$ cat src/rtl/vec_alloc.sv
module vec_alloc #(
  parameter int N_VEC = 24,
  parameter int BASE  = 64,
  parameter int VW    = 11,
  localparam int CW   = $clog2(N_VEC + 1),
  localparam int IW   = $clog2(N_VEC)
) (
  input  logic          clk,
  input  logic          rst_n,
  input  logic          req_valid,
  input  logic          req_op,
  input  logic [CW-1:0] req_count,
  input  logic [IW-1:0] req_start,
  output logic          req_ready,
  output logic          ack,
  output logic          ack_fail,
  output logic [VW-1:0] ack_vector,
  output logic          rel_err
);

  function automatic logic [CW:0] pow2_ceil(input logic [CW-1:0] c);
    logic [CW:0] r;
    r = 1;
    for (int k = 0; k < CW; k++)
      if (r < {1'b0, c}) r = r << 1;
    return r;
  endfunction

  function automatic logic [N_VEC-1:0] span(input int p, input int s);
    logic [N_VEC-1:0] m;
    for (int i = 0; i < N_VEC; i++)
      m[i] = (i >= p) && (i < p + s);
    return m;
  endfunction

  logic [N_VEC-1:0] used;
  logic             busy;
  logic [CW:0]      pos_q, size_q;

  logic [CW:0]      req_size;
  logic             cnt_ok, rel_fit, cand_fits, cand_free;
  logic [N_VEC-1:0] rel_mask, cand_mask;

  assign req_size  = pow2_ceil(req_count);
  assign cnt_ok    = (req_count != '0) && (int'(req_count) <= N_VEC);
  assign rel_fit   = (int'(req_start) + int'(req_size) <= N_VEC) &&
                     ((int'(req_start) & (int'(req_size) - 1)) == 0);
  assign rel_mask  = span(int'(req_start), int'(req_size));
  assign cand_fits = int'(pos_q) + int'(size_q) <= N_VEC;
  assign cand_mask = span(int'(pos_q), int'(size_q));
  assign cand_free = (used & cand_mask) == '0;
  assign req_ready = !busy;

  always_ff @(posedge clk) begin
    if (!rst_n) begin
      used       <= '0;
      busy       <= 1'b0;
      pos_q      <= '0;
      size_q     <= '0;
      ack        <= 1'b0;
      ack_fail   <= 1'b0;
      ack_vector <= '0;
      rel_err    <= 1'b0;
    end else begin
      ack <= 1'b0;
      if (!busy) begin
        if (req_valid) begin
          if (!cnt_ok) begin
            ack        <= 1'b1;
            ack_fail   <= 1'b1;
            ack_vector <= '0;
          end else if (!req_op) begin
            busy   <= 1'b1;
            pos_q  <= '0;
            size_q <= req_size;
          end else if (!rel_fit) begin
            ack        <= 1'b1;
            ack_fail   <= 1'b1;
            ack_vector <= '0;
          end else begin
            if ((used & rel_mask) != rel_mask) rel_err <= 1'b1;
            used       <= used & ~rel_mask;
            ack        <= 1'b1;
            ack_fail   <= 1'b0;
            ack_vector <= '0;
          end
        end
      end else if (!cand_fits) begin
        busy       <= 1'b0;
        ack        <= 1'b1;
        ack_fail   <= 1'b1;
        ack_vector <= '0;
      end else if (cand_free) begin
        used       <= used | cand_mask;
        busy       <= 1'b0;
        ack        <= 1'b1;
        ack_fail   <= 1'b0;
        ack_vector <= VW'(BASE) + VW'(pos_q);
      end else begin
        pos_q <= pos_q + size_q;
      end
    end
  end

endmodule

$ cat config.mk
export PLATFORM = sky130hd
export DESIGN_NAME = vec_alloc
export DESIGN_NICKNAME = d
export VERILOG_FILES = /design/src/rtl/vec_alloc.sv
export SDC_FILE = /design/constraint.sdc
export NUM_CORES = 1
export LEC_CHECK = 0
export BUFFER_PORTS_ARGS = -buffer_cell sky130_fd_sc_hd__buf_2
export CORE_ASPECT_RATIO = 1.75
export CORE_MARGIN = 3
export CORE_UTILIZATION = 43
export DETAILED_ROUTE_END_ITERATION = 6
export HOLD_SLACK_MARGIN = 0.02
export SLEW_MARGIN = 20
export SYNTH_ARGS = -nofsm -noshare
export SYNTH_HDL_FRONTEND = slang
export SYNTH_SLANG_ARGS = --single-unit
$ cat constraint.sdc
create_clock -name clk -period 8.61 [get_ports clk]
set_clock_uncertainty 0.2 [all_clocks]
set_input_delay 1.722 -clock clk [delete_from_list [all_inputs] [get_ports clk]]
set_output_delay 1.722 -clock clk [all_outputs]
set_load 0.02 [all_outputs]
==> metrics.txt <==
HP Class=register to register; Final Hold Viols=0; CTS tree=built; FF+latch count, synth=47; worst endpoint required time=8.58 ns; Worst-Skew Late Latency=0.30 ns; Critical Path Source Type=input port; post-layout util=56.0%; post-synthesis sequential area ratio=20.2%; Post-DRT Antenna Nets=0; syn avg cell area=7.71 um2; worst setup margin=0.356 ns; crit share post-route=95.9%; Lkg Pwr=2.54 nW; final setup vio count=0; clock tree sinks=47; chip height=144 um; buffers added on ports=24; synthesized area=4660 um2; yosys warns=0; PwrDens=163 nW/um2; die width=84.7 um; largest net degree at the start of global routing=39; vias in the first global route=5132; routability cong.=0.951; Detailed Route WL=17200 um; critical path type=input port to register; clock period minus worst slack=8.25 ns; CP Buf/Inv Count=3; area of the die=12200 um2; initial antenna violation count=0; clk buf depth=2; row count=49; Post-Syn Instances=604; crit-path most repeated cell=ha_1; DR vias=5268; Root Buffer=clkbuf_16; status=completed; DRT Pass-1 Iters=7; Slowest cell on crit path=or3_4; ys async rst share=0%; Remaining Overflow, GRT=0; drt via density=6.39; Initial Util=44.7%; Highest Clock Rate=121 MHz; post-synth cell types=86; ratio of cells with drive above 1 in the final layout=27.7%; Clk pin slew, worst setup/hold paths=0.07 ns; Worst VDD drop=0.145 mV; worst slack, placed=-0.345 ns; Num CTS Buffers=5; DPL Wire Length=13800 um; final std cells w/o fill=824; maxcap violations=0; area of the core=10400 um2; CP top delay family=compound AO/OA/AOI/OAI gates; num ports=29; initial detailed-routing violation count=340; ANT cells=0; DR DRC count=0; Net count, final=737; max incr delay on CP=0.41 ns; Final Max Slew Viols=0; slew margin rel.=26.3%; Tightest Pin Transition=1.08 ns; Layout area overhead=25.3%; commonest non-fill, non-tap cell in the layout=buf_4; placed instance count=811; crit-path max FO=5; CTS H-tree depth=2; Routed WL per cell=20.9 um; Top FF cell, synth=dfxtp_1; Critical Path AT=8.23 ns; CP Capture Type=register; first-pass GRT wire length=26900 um; number of synthesized flops with an enable pin=0; commonest cells after routing, fill and taps aside=buf_4, nand2_1, nor2_1, dfxtp_1, o21ai_0; gr usage total=28.0%
-- layout make-up --
type | instances | area, um2
Fill cell | 1013 | 4590
Multi-Input combinational cell | 494 | 3630
Sequential cell | 47 | 941
Timing Repair Buffer | 119 | 850
Tap cell | 127 | 159
Clock buffer | 5 | 125
Inverter | 29 | 109
Clock inverter | 3 | 22.5
-- repair_timing --
item                                    in CTS  in global routing
cloned                                       0                  1
gates resized for setup                      4                 36
hold buffers                                 0                  0
pin swaps                                    0                 12
buffers inserted                             0                  4
endpoints found under the setup margin       1                 26
-- state kept, by name (all words and copies together) (netlist names) --
name / flops
pos_q: 6
ack: 1
size_q: 6
ack_fail: 1
rel_err: 1
ack_vector: 7
busy: 1
used: 24
-- worst register-to-register path, delay by kind of cell, from the launching register on --
family	cells	cell delay (ns)
AO/OA/AOI/OAI	8	3.09
XOR/XNOR	1	0.26
adder cells (fa/ha/maj)	2	0.78
flip-flops	1	0.44
AND/OR/NAND/NOR	1	0.29
-- cells in the mapped netlist (5+ instances only) --
| cell | number | area [um2] |
|---|---|---|
| nand3_1 | 19 | 95.1 |
| a22o_1 | 10 | 87.6 |
| o31ai_1 | 8 | 60.1 |
| o21a_1 | 6 | 45.0 |
| o21ai_1 | 6 | 30.0 |
| dfxtp_1 | 47 | 941 |
| nand4_1 | 9 | 56.3 |
| mux2i_1 | 10 | 100 |
| clkbuf_1 | 24 | 90.1 |
| inv_1 | 29 | 109 |
| a21oi_1 | 37 | 185 |
| o21ai_0 | 48 | 240 |
| or2_2 | 5 | 31.3 |
| o22ai_1 | 6 | 37.5 |
| o211a_1 | 6 | 60.1 |
| and3_1 | 9 | 56.3 |
| nor3_1 | 13 | 65.1 |
| ha_1 | 25 | 313 |
| nor4_1 | 7 | 43.8 |
| nand2_1 | 49 | 184 |
| a31oi_1 | 7 | 43.8 |
| a21boi_0 | 8 | 60.1 |
| and2_1 | 9 | 56.3 |
| xnor2_1 | 7 | 61.3 |
| nor2_1 | 49 | 184 |
| a211oi_1 | 8 | 60.1 |
| a21o_1 | 13 | 97.6 |
| o2111ai_1 | 8 | 70.1 |
| buf_2 | 6 | 30.0 |
| nor2b_1 | 10 | 62.6 |
-- path summary, 6_finish.rpt --
check | from | endpoint | slack (ns) | cells after the start
worst max-delay path | req_count[2] | rel_err | 0.36 | 31
worst min-delay path | ack_vector[6] | ack_vector[6] | 0.25 | 1
worst max register to register | pos_q[0] | ack_vector[3] | 3.44 | 12
worst min register to register | ack_vector[6] | ack_vector[6] | 0.25 | 1
-- kinds of logic after synthesis --
family	share of synthesized area [%]
other	0.0805
AND/OR/NAND/NOR	22.9
buffers and inverters	6.37
adder cells (fa/ha/maj)	7.58
XOR/XNOR	2.07
flip-flops	20.2
multiplexers	3.12
AO/OA/AOI/OAI	37.6
-- routing by layer --
layer / wire (um) / vias up / part of all wire, % / global-route usage, %
li1: - / 2472 / - / -
met1: 5980 / 2510 / 35 / 27.7
met2: 9490 / 216 / 55 / 55.1
met3: 662 / 70 / 3.8 / 2.29
met4: 1100 / 0 / 6.4 / 16.8
met5: 0 / - / 0 / 0
-- power breakdown --
part / internal (mW) / leakage [nW] / total [mW] / switching [mW]
clock network: 0.110 / 0.0746 / 0.204 / 0.0941
logic: 0.227 / 2.08 / 0.518 / 0.290
registers: 0.222 / 0.380 / 0.227 / 0.00520
total: 0.559 / 2.54 / 0.948 / 0.390
-- through the flow --
step	hold WS, ns	power [mW]	setup TNS (ns)	area (um2)
2_1_floorplan	0.245	0.495	0	4710
3_3_place_gp	0.236	0.701	-1.23	5490
3_5_place_dp	0.234	0.707	-3.15	5490
4_1_cts	0.250	0.913	0	5650
5_1_grt	0.273	0.993	-0.00781	5830
6_report	0.245	0.948	0	5830
Note: power is estimated with default switching activity, not from simulation.
